`src/rtl/lsa_pkg.sv`:
```
package lsa_pkg;

  typedef enum logic [3:0] {
    OP_NONE       = 4'd0,
    OP_LD_B       = 4'd1,
    OP_LD_BU      = 4'd2,
    OP_LD_H       = 4'd3,
    OP_LD_HU      = 4'd4,
    OP_LD_W       = 4'd5,
    OP_LD_FILL_HI = 4'd6,
    OP_LD_FILL_LO = 4'd7,
    OP_ST_B       = 4'd8,
    OP_ST_H       = 4'd9,
    OP_ST_W       = 4'd10,
    OP_ST_PART_HI = 4'd11,
    OP_ST_PART_LO = 4'd12
  } lsa_op_e;

  function automatic logic op_is_load(input lsa_op_e o);
    return (o >= OP_LD_B) && (o <= OP_LD_FILL_LO);
  endfunction

  function automatic logic op_is_store(input lsa_op_e o);
    return (o >= OP_ST_B) && (o <= OP_ST_PART_LO);
  endfunction

  function automatic logic op_is_half(input lsa_op_e o);
    return (o == OP_LD_H) || (o == OP_LD_HU) || (o == OP_ST_H);
  endfunction

  function automatic logic op_is_word(input lsa_op_e o);
    return (o == OP_LD_W) || (o == OP_ST_W);
  endfunction

endpackage

```
`src/rtl/lsa_align_check.sv`:
```
module lsa_align_check
  import lsa_pkg::*;
#(
  parameter int OFF_W = 2
) (
  input  lsa_op_e          op,
  input  logic [OFF_W-1:0] off,
  output logic             is_load,
  output logic             is_store,
  output logic             err_load,
  output logic             err_store
);

  logic misaligned;

  always_comb begin
    is_load    = op_is_load(op);
    is_store   = op_is_store(op);
    misaligned = (op_is_half(op) && off[0]) ||
                 (op_is_word(op) && (off != '0));
    err_load   = is_load && misaligned;
    err_store  = is_store && misaligned;
  end

endmodule

```
`src/rtl/lsa_load_merge.sv`:
```
module lsa_load_merge
  import lsa_pkg::*;
#(
  parameter int DATA_W = 32,
  localparam int LANES = DATA_W / 8,
  localparam int OFF_W = $clog2(LANES)
) (
  input  lsa_op_e           op,
  input  logic [OFF_W-1:0]  off,
  input  logic [DATA_W-1:0] reg_val,
  input  logic [DATA_W-1:0] mem_word,
  output logic [DATA_W-1:0] result
);

  logic [7:0]  sel_byte;
  logic [15:0] sel_half;
  int          o;

  always_comb begin
    o        = int'(off);
    sel_byte = 8'(mem_word >> (o * 8));
    sel_half = 16'(mem_word >> ((o / 2) * 16));
    result   = reg_val;
    unique case (op)
      OP_LD_B:  result = {{(DATA_W-8){sel_byte[7]}}, sel_byte};
      OP_LD_BU: result = {{(DATA_W-8){1'b0}}, sel_byte};
      OP_LD_H:  result = {{(DATA_W-16){sel_half[15]}}, sel_half};
      OP_LD_HU: result = {{(DATA_W-16){1'b0}}, sel_half};
      OP_LD_W:  result = mem_word;
      OP_LD_FILL_HI: begin
        // top o+1 lanes take memory lanes 0..o
        for (int j = 0; j < LANES; j++) begin
          if (j >= LANES - 1 - o)
            result[8*j +: 8] = mem_word[8*(j - (LANES - 1 - o)) +: 8];
        end
      end
      OP_LD_FILL_LO: begin
        // low LANES-o lanes take memory lanes o..LANES-1
        for (int j = 0; j < LANES; j++) begin
          if (j <= LANES - 1 - o)
            result[8*j +: 8] = mem_word[8*(j + o) +: 8];
        end
      end
      default: result = reg_val;
    endcase
  end

endmodule

```
`src/rtl/lsa_store_steer.sv`:
```
module lsa_store_steer
  import lsa_pkg::*;
#(
  parameter int DATA_W = 32,
  localparam int LANES = DATA_W / 8,
  localparam int OFF_W = $clog2(LANES)
) (
  input  lsa_op_e           op,
  input  logic [OFF_W-1:0]  off,
  input  logic [DATA_W-1:0] reg_val,
  output logic [DATA_W-1:0] data,
  output logic [LANES-1:0]  be
);

  int o;

  always_comb begin
    o    = int'(off);
    data = '0;
    be   = '0;
    unique case (op)
      OP_ST_B: begin
        data = {LANES{reg_val[7:0]}};
        be   = LANES'(1) << o;
      end
      OP_ST_H: begin
        data = {(LANES/2){reg_val[15:0]}};
        be   = LANES'(3) << ((o / 2) * 2);
      end
      OP_ST_W: begin
        data = reg_val;
        be   = '1;
      end
      OP_ST_PART_HI: begin
        // lanes 0..o carry the top o+1 register bytes
        for (int j = 0; j < LANES; j++) begin
          if (j <= o) begin
            data[8*j +: 8] = reg_val[8*(j + LANES - 1 - o) +: 8];
            be[j]          = 1'b1;
          end
        end
      end
      OP_ST_PART_LO: begin
        // lanes o..LANES-1 carry the low LANES-o register bytes
        for (int j = 0; j < LANES; j++) begin
          if (j >= o) begin
            data[8*j +: 8] = reg_val[8*(j - o) +: 8];
            be[j]          = 1'b1;
          end
        end
      end
      default: begin
        data = '0;
        be   = '0;
      end
    endcase
  end

endmodule

```
`src/rtl/lsa_aligner.sv`:
```
module lsa_aligner
  import lsa_pkg::*;
#(
  parameter int ADDR_W = 32,
  parameter int DATA_W = 32,
  localparam int LANES = DATA_W / 8,
  localparam int OFF_W = $clog2(LANES)
) (
  input  logic              clk,
  input  logic              rst,
  input  logic [3:0]        op,
  input  logic [ADDR_W-1:0] addr,
  input  logic [DATA_W-1:0] reg_val,
  input  logic [DATA_W-1:0] mem_rdata,
  output logic [ADDR_W-1:0] word_addr,
  output logic [DATA_W-1:0] wr_data,
  output logic [LANES-1:0]  byte_en,
  output logic [DATA_W-1:0] ld_result,
  output logic              mem_rd,
  output logic              mem_wr,
  output logic              err_load,
  output logic              err_store
);

  lsa_op_e          op_e;
  logic [OFF_W-1:0] off;
  logic             is_ld, is_st, e_ld, e_st;
  logic [DATA_W-1:0] merged, st_data;
  logic [LANES-1:0]  st_be;

  assign op_e = lsa_op_e'(op);
  assign off  = addr[OFF_W-1:0];

  lsa_align_check #(.OFF_W(OFF_W)) u_chk (
    .op(op_e), .off(off),
    .is_load(is_ld), .is_store(is_st),
    .err_load(e_ld), .err_store(e_st)
  );

  lsa_load_merge #(.DATA_W(DATA_W)) u_ld (
    .op(op_e), .off(off), .reg_val(reg_val),
    .mem_word(mem_rdata), .result(merged)
  );

  lsa_store_steer #(.DATA_W(DATA_W)) u_st (
    .op(op_e), .off(off), .reg_val(reg_val),
    .data(st_data), .be(st_be)
  );

  always_ff @(posedge clk) begin
    if (rst) begin
      word_addr <= '0;
      wr_data   <= '0;
      byte_en   <= '0;
      ld_result <= '0;
      mem_rd    <= 1'b0;
      mem_wr    <= 1'b0;
      err_load  <= 1'b0;
      err_store <= 1'b0;
    end else begin
      word_addr <= {addr[ADDR_W-1:OFF_W], {OFF_W{1'b0}}};
      err_load  <= e_ld;
      err_store <= e_st;
      mem_rd    <= is_ld && !e_ld;
      mem_wr    <= is_st && !e_st;
      byte_en   <= (is_st && !e_st) ? st_be : '0;
      wr_data   <= (is_st && !e_st) ? st_data : '0;
      ld_result <= (is_ld && !e_ld) ? merged : reg_val;
    end
  end

  // an alignment error never comes with an access
  p_err_quiet_r12: assert property (@(posedge clk) disable iff (rst)
    (err_load || err_store) |-> (byte_en == '0 && !mem_rd && !mem_wr));

  // one operation cannot be both a faulting load and store
  p_err_excl_r12: assert property (@(posedge clk) disable iff (rst)
    !(err_load && err_store));

  // a load never drives write enables
  p_load_no_be_r13: assert property (@(posedge clk) disable iff (rst)
    mem_rd |-> (byte_en == '0 && !mem_wr));

  // a byte store enables exactly one lane
  p_byte_one_lane_r8: assert property (@(posedge clk) disable iff (rst)
    (!$past(rst) && $past(op) == OP_ST_B) |-> ($countones(byte_en) == 1));

  // an aligned word store enables every lane
  p_word_full_r9: assert property (@(posedge clk) disable iff (rst)
    (!$past(rst) && $past(op) == OP_ST_W && $past(addr[OFF_W-1:0]) == '0)
      |-> (byte_en == '1));

  // a partial-high store always includes lane 0
  p_part_hi_lane0_r10: assert property (@(posedge clk) disable iff (rst)
    (!$past(rst) && $past(op) == OP_ST_PART_HI) |-> byte_en[0]);

  // a partial-low store always includes the top lane
  p_part_lo_top_r11: assert property (@(posedge clk) disable iff (rst)
    (!$past(rst) && $past(op) == OP_ST_PART_LO) |-> byte_en[LANES-1]);

endmodule

```
`config.mk`:
```
export PLATFORM = sky130hd
export DESIGN_NAME = lsa_aligner
export DESIGN_NICKNAME = d
export VERILOG_FILES = /design/src/rtl/lsa_pkg.sv /design/src/rtl/lsa_align_check.sv /design/src/rtl/lsa_load_merge.sv /design/src/rtl/lsa_store_steer.sv /design/src/rtl/lsa_aligner.sv
export SDC_FILE = /design/constraint.sdc
export NUM_CORES = 1
export LEC_CHECK = 0
export ABC_AREA = 1
export BUFFER_PORTS_ARGS = -buffer_cell sky130_fd_sc_hd__buf_2
export CAP_MARGIN = 20
export CORE_ASPECT_RATIO = 1.75
export CORE_MARGIN = 2
export CORE_UTILIZATION = 31
export CTS_CLUSTER_DIAMETER = 200
export DETAILED_ROUTE_END_ITERATION = 8
export PLACE_DENSITY_LB_ADDON = 0.15
export SLEW_MARGIN = 25
export SYNTH_ARGS = -nofsm -noshare
export SYNTH_HDL_FRONTEND = slang
export SYNTH_SLANG_ARGS = --single-unit
```
`constraint.sdc`:
```
create_clock -name clk -period 3.55 [get_ports clk]
set_clock_uncertainty 0.1 [all_clocks]
set_input_delay 0.355 -clock clk [delete_from_list [all_inputs] [get_ports clk]]
set_output_delay 0.355 -clock clk [all_outputs]
set_load 0.03 [all_outputs]
```
==> metrics list <==
* Critical path class: in -> reg
* Final Hold Viols: 0
- Static power due to leakage: roughly 4.6 nW
- Adder-Cell Fraction of Synth Area: under 10%
- Pre-antenna DRT Iters: 8
- Critical Path RT: around 3.7 ns
- Fmax achieved: around 420 MHz
- Clock transition time at the flip-flop clock pins of the worst setup and hold paths: 0.07 ns
- The worst hold path terminates at word_addr[16].
* Die Area: roughly 24000 um^2
- Filler cell count: about 2600
* Setup_tns: 0 ns
* Largest net degree at the start of global routing: between 80 and 90
- Total non-filler cell area in the finished layout: roughly 8600 um^2
- The synthesized netlist contains 33 unique library cells.
- Largest family of logic cells by synthesized area: simple AND/OR/NAND/NOR gates
- STA classifies the critical path startpoint as a primary input.
* Sequential element share of the synthesized area: ~28%
- Number of CTS-inserted buffers: 9
- The max-slew violation count came to 0.
* Worst hold slack across all endpoints: around 0.1 ns
- The biggest area contributor in the post-synthesis netlist is dfxtp_1.
- IO buf count: between 200 and 250
- The worst hold path begins at addr[16].
- The worst pin sits at a relative slew slack of roughly 40%.
- Row generation in the floorplan step produced 73 rows.
- After clock tree synthesis, the repair step resized 0 gates.
* Total setup violations reported at the end of the flow: 0
- For this run, the total global-route usage over all layers was measured as between 20% and 30%.
- Routability congestion estimate: approximately 0.96
* Compound-Gate Fraction of Synth Area: about 18%
* Synth Area per Inst: between 5 and 6 um^2
- TritonCTS built the clock tree.
- The synthesized netlist devotes between 40% and 50% of its cell area to simple gates.
- The synthesized netlist devotes 0% of its cell area to XOR and XNOR gates.
- Across all layers, the routed design uses between 8000 and 9000 vias.
- Ant diodes: 0
- Area contributors post-synth: dfxtp_1, nand2_1, nor2_1
- Hold Buf Count CTS: 0
* First-pass GRT wire length: approximately 48 mm
- The H-tree was split into 3 levels.
* Kind of capture point of the worst setup path: flop
- The largest single stage delay on the critical path is 0.66 ns.
- Power density over the cells: around 360 nW/um^2
* Worst setup slack after layout: ~1.2 ns
* Final clock period utilization by the worst path: around 67%
* Number of vias per cell: about 5.1
- Min-delay worst type: in -> reg
* Clock sink count: 102
- Max capacitance violation total: 0
- In this run the post-CTS setup repair buffer count came out at 0.
* Summed instance area of the synthesized netlist: ~7200 um^2
- Detailed-route DRC error count: 0
* Worst Max-Slew Pin Slew: between 0.8 and 0.9 ns
- Detailed placement finished with a half-perimeter wire length of 24.4 mm.
* Cell at the slowest stage of the critical path: buf_4
- The core region is 22700 um^2.
* Top-level port count: around 200
- VDD IR-drop max: between 200 and 250 uV
* Number of antenna violations at the first check in global routing: 0
* Detailed router's first-iteration violation count: between 600 and 700
- Measured against the total synthesized area, the mux share comes to less than 1%.
- The flow ran to the end, and the final reports show no timing, DRC or antenna violations.
* Number of nets still failing antenna checks after routing: 0
- Wires add up to between 30 and 40 mm.
- Final layout net count: 1527
- Place WS: 0.883 ns
- By instance count, the cell type seen most on the critical path is nand2_1.
- Die X: approximately 120 um
- The post-route netlist has roughly a fifth of its cells at a drive strength greater than 1.
- No sink is reached through more buffers than the 2 on the longest clock path.
- Worst hold path stage count: 3
* Number of warnings printed during yosys synthesis: 0
* Die height: 205 um
- Final worst path period need: around 2.4 ns
- Starting density of the core: 31.6%
- The number of global-route vias before repair came to between 8000 and 9000.
- After synthesis the netlist holds a flip-flop and latch count of between 100 and 150.
- Setup repair after global routing left no endpoint under its margin.
- The area growth from synthesis to layout is 20.3%.
- Synthesized instance count: 1254
* Wire length per cell after detailed routing: 18.4 um
- Remaining global-route overflow: 0
- In this run the worst path has a maximum fanout of 87.
- Post-synth top area share: between 20% and 30%
- Arrival time at the worst endpoint: about 2.6 ns
- The critical path goes through buf_2 > buf_4 > ha_1 > nand2_1 > inv_1 > nand2_1 > o21ai_0 > nor2_1 > nor2_2.
* Placed Area: around 8400 um^2
- Clock tree synthesis selected as its root buffer the cell clkbuf_16.
[where the power goes]
part	switching [mW]	leakage [nW]	internal, mW	total (mW)
clock network	0.463	0.132	0.477	0.940
logic	0.659	3.66	0.253	0.912
registers	0.0225	0.840	1.20	1.23
[cell usage after synthesis (all sizes together)]
master,count
nand2,396
nor2,216
inv,131
o21ai,110
dfxtp,102
nand3,88
a21oi,84
buf,34
clkbuf,32
o22ai,30
ha,6
mux2i,6
nor3,5
o211ai,4
or2,3
a211oi,2
clkinv,2
and2,1
conb,1
nand4,1
[cells in the final DEF, fill, tap and decap left out, drive strengths merged]
| cell | Yosys | final |
|---|---|---|
| nand3 | 88 | 88 |
| inv | 131 | 133 |
| clkbuf | 32 | 9 |
| nand2 | 396 | 396 |
| clkinv | 2 | 5 |
| o22ai | 30 | 30 |
| nand4 | 1 | 1 |
| or2 | 3 | 3 |
| dfxtp | 102 | 102 |
| nor2 | 216 | 216 |
| mux2i | 6 | 6 |
| clkinvlp | 0 | 2 |
| a211oi | 2 | 2 |
| o211ai | 4 | 4 |
| nor3 | 5 | 5 |
| and2 | 1 | 1 |
| a21oi | 84 | 84 |
| buf | 34 | 219 |
| ha | 6 | 6 |
| o21ai | 110 | 110 |
| conb | 1 | 2 |
[critical path, delay by kind of cell]
family	cells	cell delay, ns
simple gates	4	0.52
buf+inv	3	0.99
compound gates	1	0.08
fa+ha+maj	1	0.57
[cell type report]
| cell class | count | area (um^2) | share of cell area [%] |
|---|---|---|---|
| timing repair buffer | 219 | 1140 | 13.2 |
| tap | 300 | 375 | 4.34 |
| sequential | 102 | 2040 | 23.6 |
| multi-input combinational | 954 | 4310 | 49.9 |
| clock inverter | 7 | 47.5 | 0.550 |
| clock buffer | 9 | 225 | 2.61 |
| inverter | 133 | 502 | 5.81 |
[sequential cells by signal, indices dropped and copies added (netlist names)]
| signal | count |
|---|---|
| byte_en | 4 |
| err_load | 1 |
| err_store | 1 |
| ld_result | 32 |
| mem_rd | 1 |
| mem_wr | 1 |
| word_addr | 30 |
| wr_data | 32 |
[metrics by stage]
stage                     util, %  power, mW  cells
final                        38.0       3.08   1724
after global routing         38.0       3.25   1724
after CTS                    38.0       3.11   1724
after detailed placement     36.8       2.15   1708
after global placement       36.8       2.16   1708
after floorplan                 -       1.84   1255
[layer usage]
layer  global-route usage [%]  share of wire (%)
met5                        0                  0
met4                     21.7                8.4
met3                     3.69                6.1
met2                     45.3                 49
met1                     27.0                 36
[kinds of logic (layout without fill, tap and decap cells)]
family | count (synthesis) | in the layout
compound gates | 230 | 230
fa+ha+maj | 6 | 6
buf+inv | 199 | 368
flops | 102 | 102
mux | 6 | 6
other cells | 1 | 2
simple gates | 710 | 710
[worst max-delay path by stage]
stage	start	end	slack, ns	cells after the start
after global routing	addr[1]	wr_data[31]	0.97	9
after detailed placement	addr[1]	wr_data[27]	0.88	9
after global placement	addr[1]	wr_data[30]	0.92	9
after floorplan	addr[0]	wr_data[8]	1.41	10
after CTS	addr[1]	wr_data[27]	1.26	9
final	addr[1]	wr_data[27]	1.16	9
(Power assumes the default switching activity.)
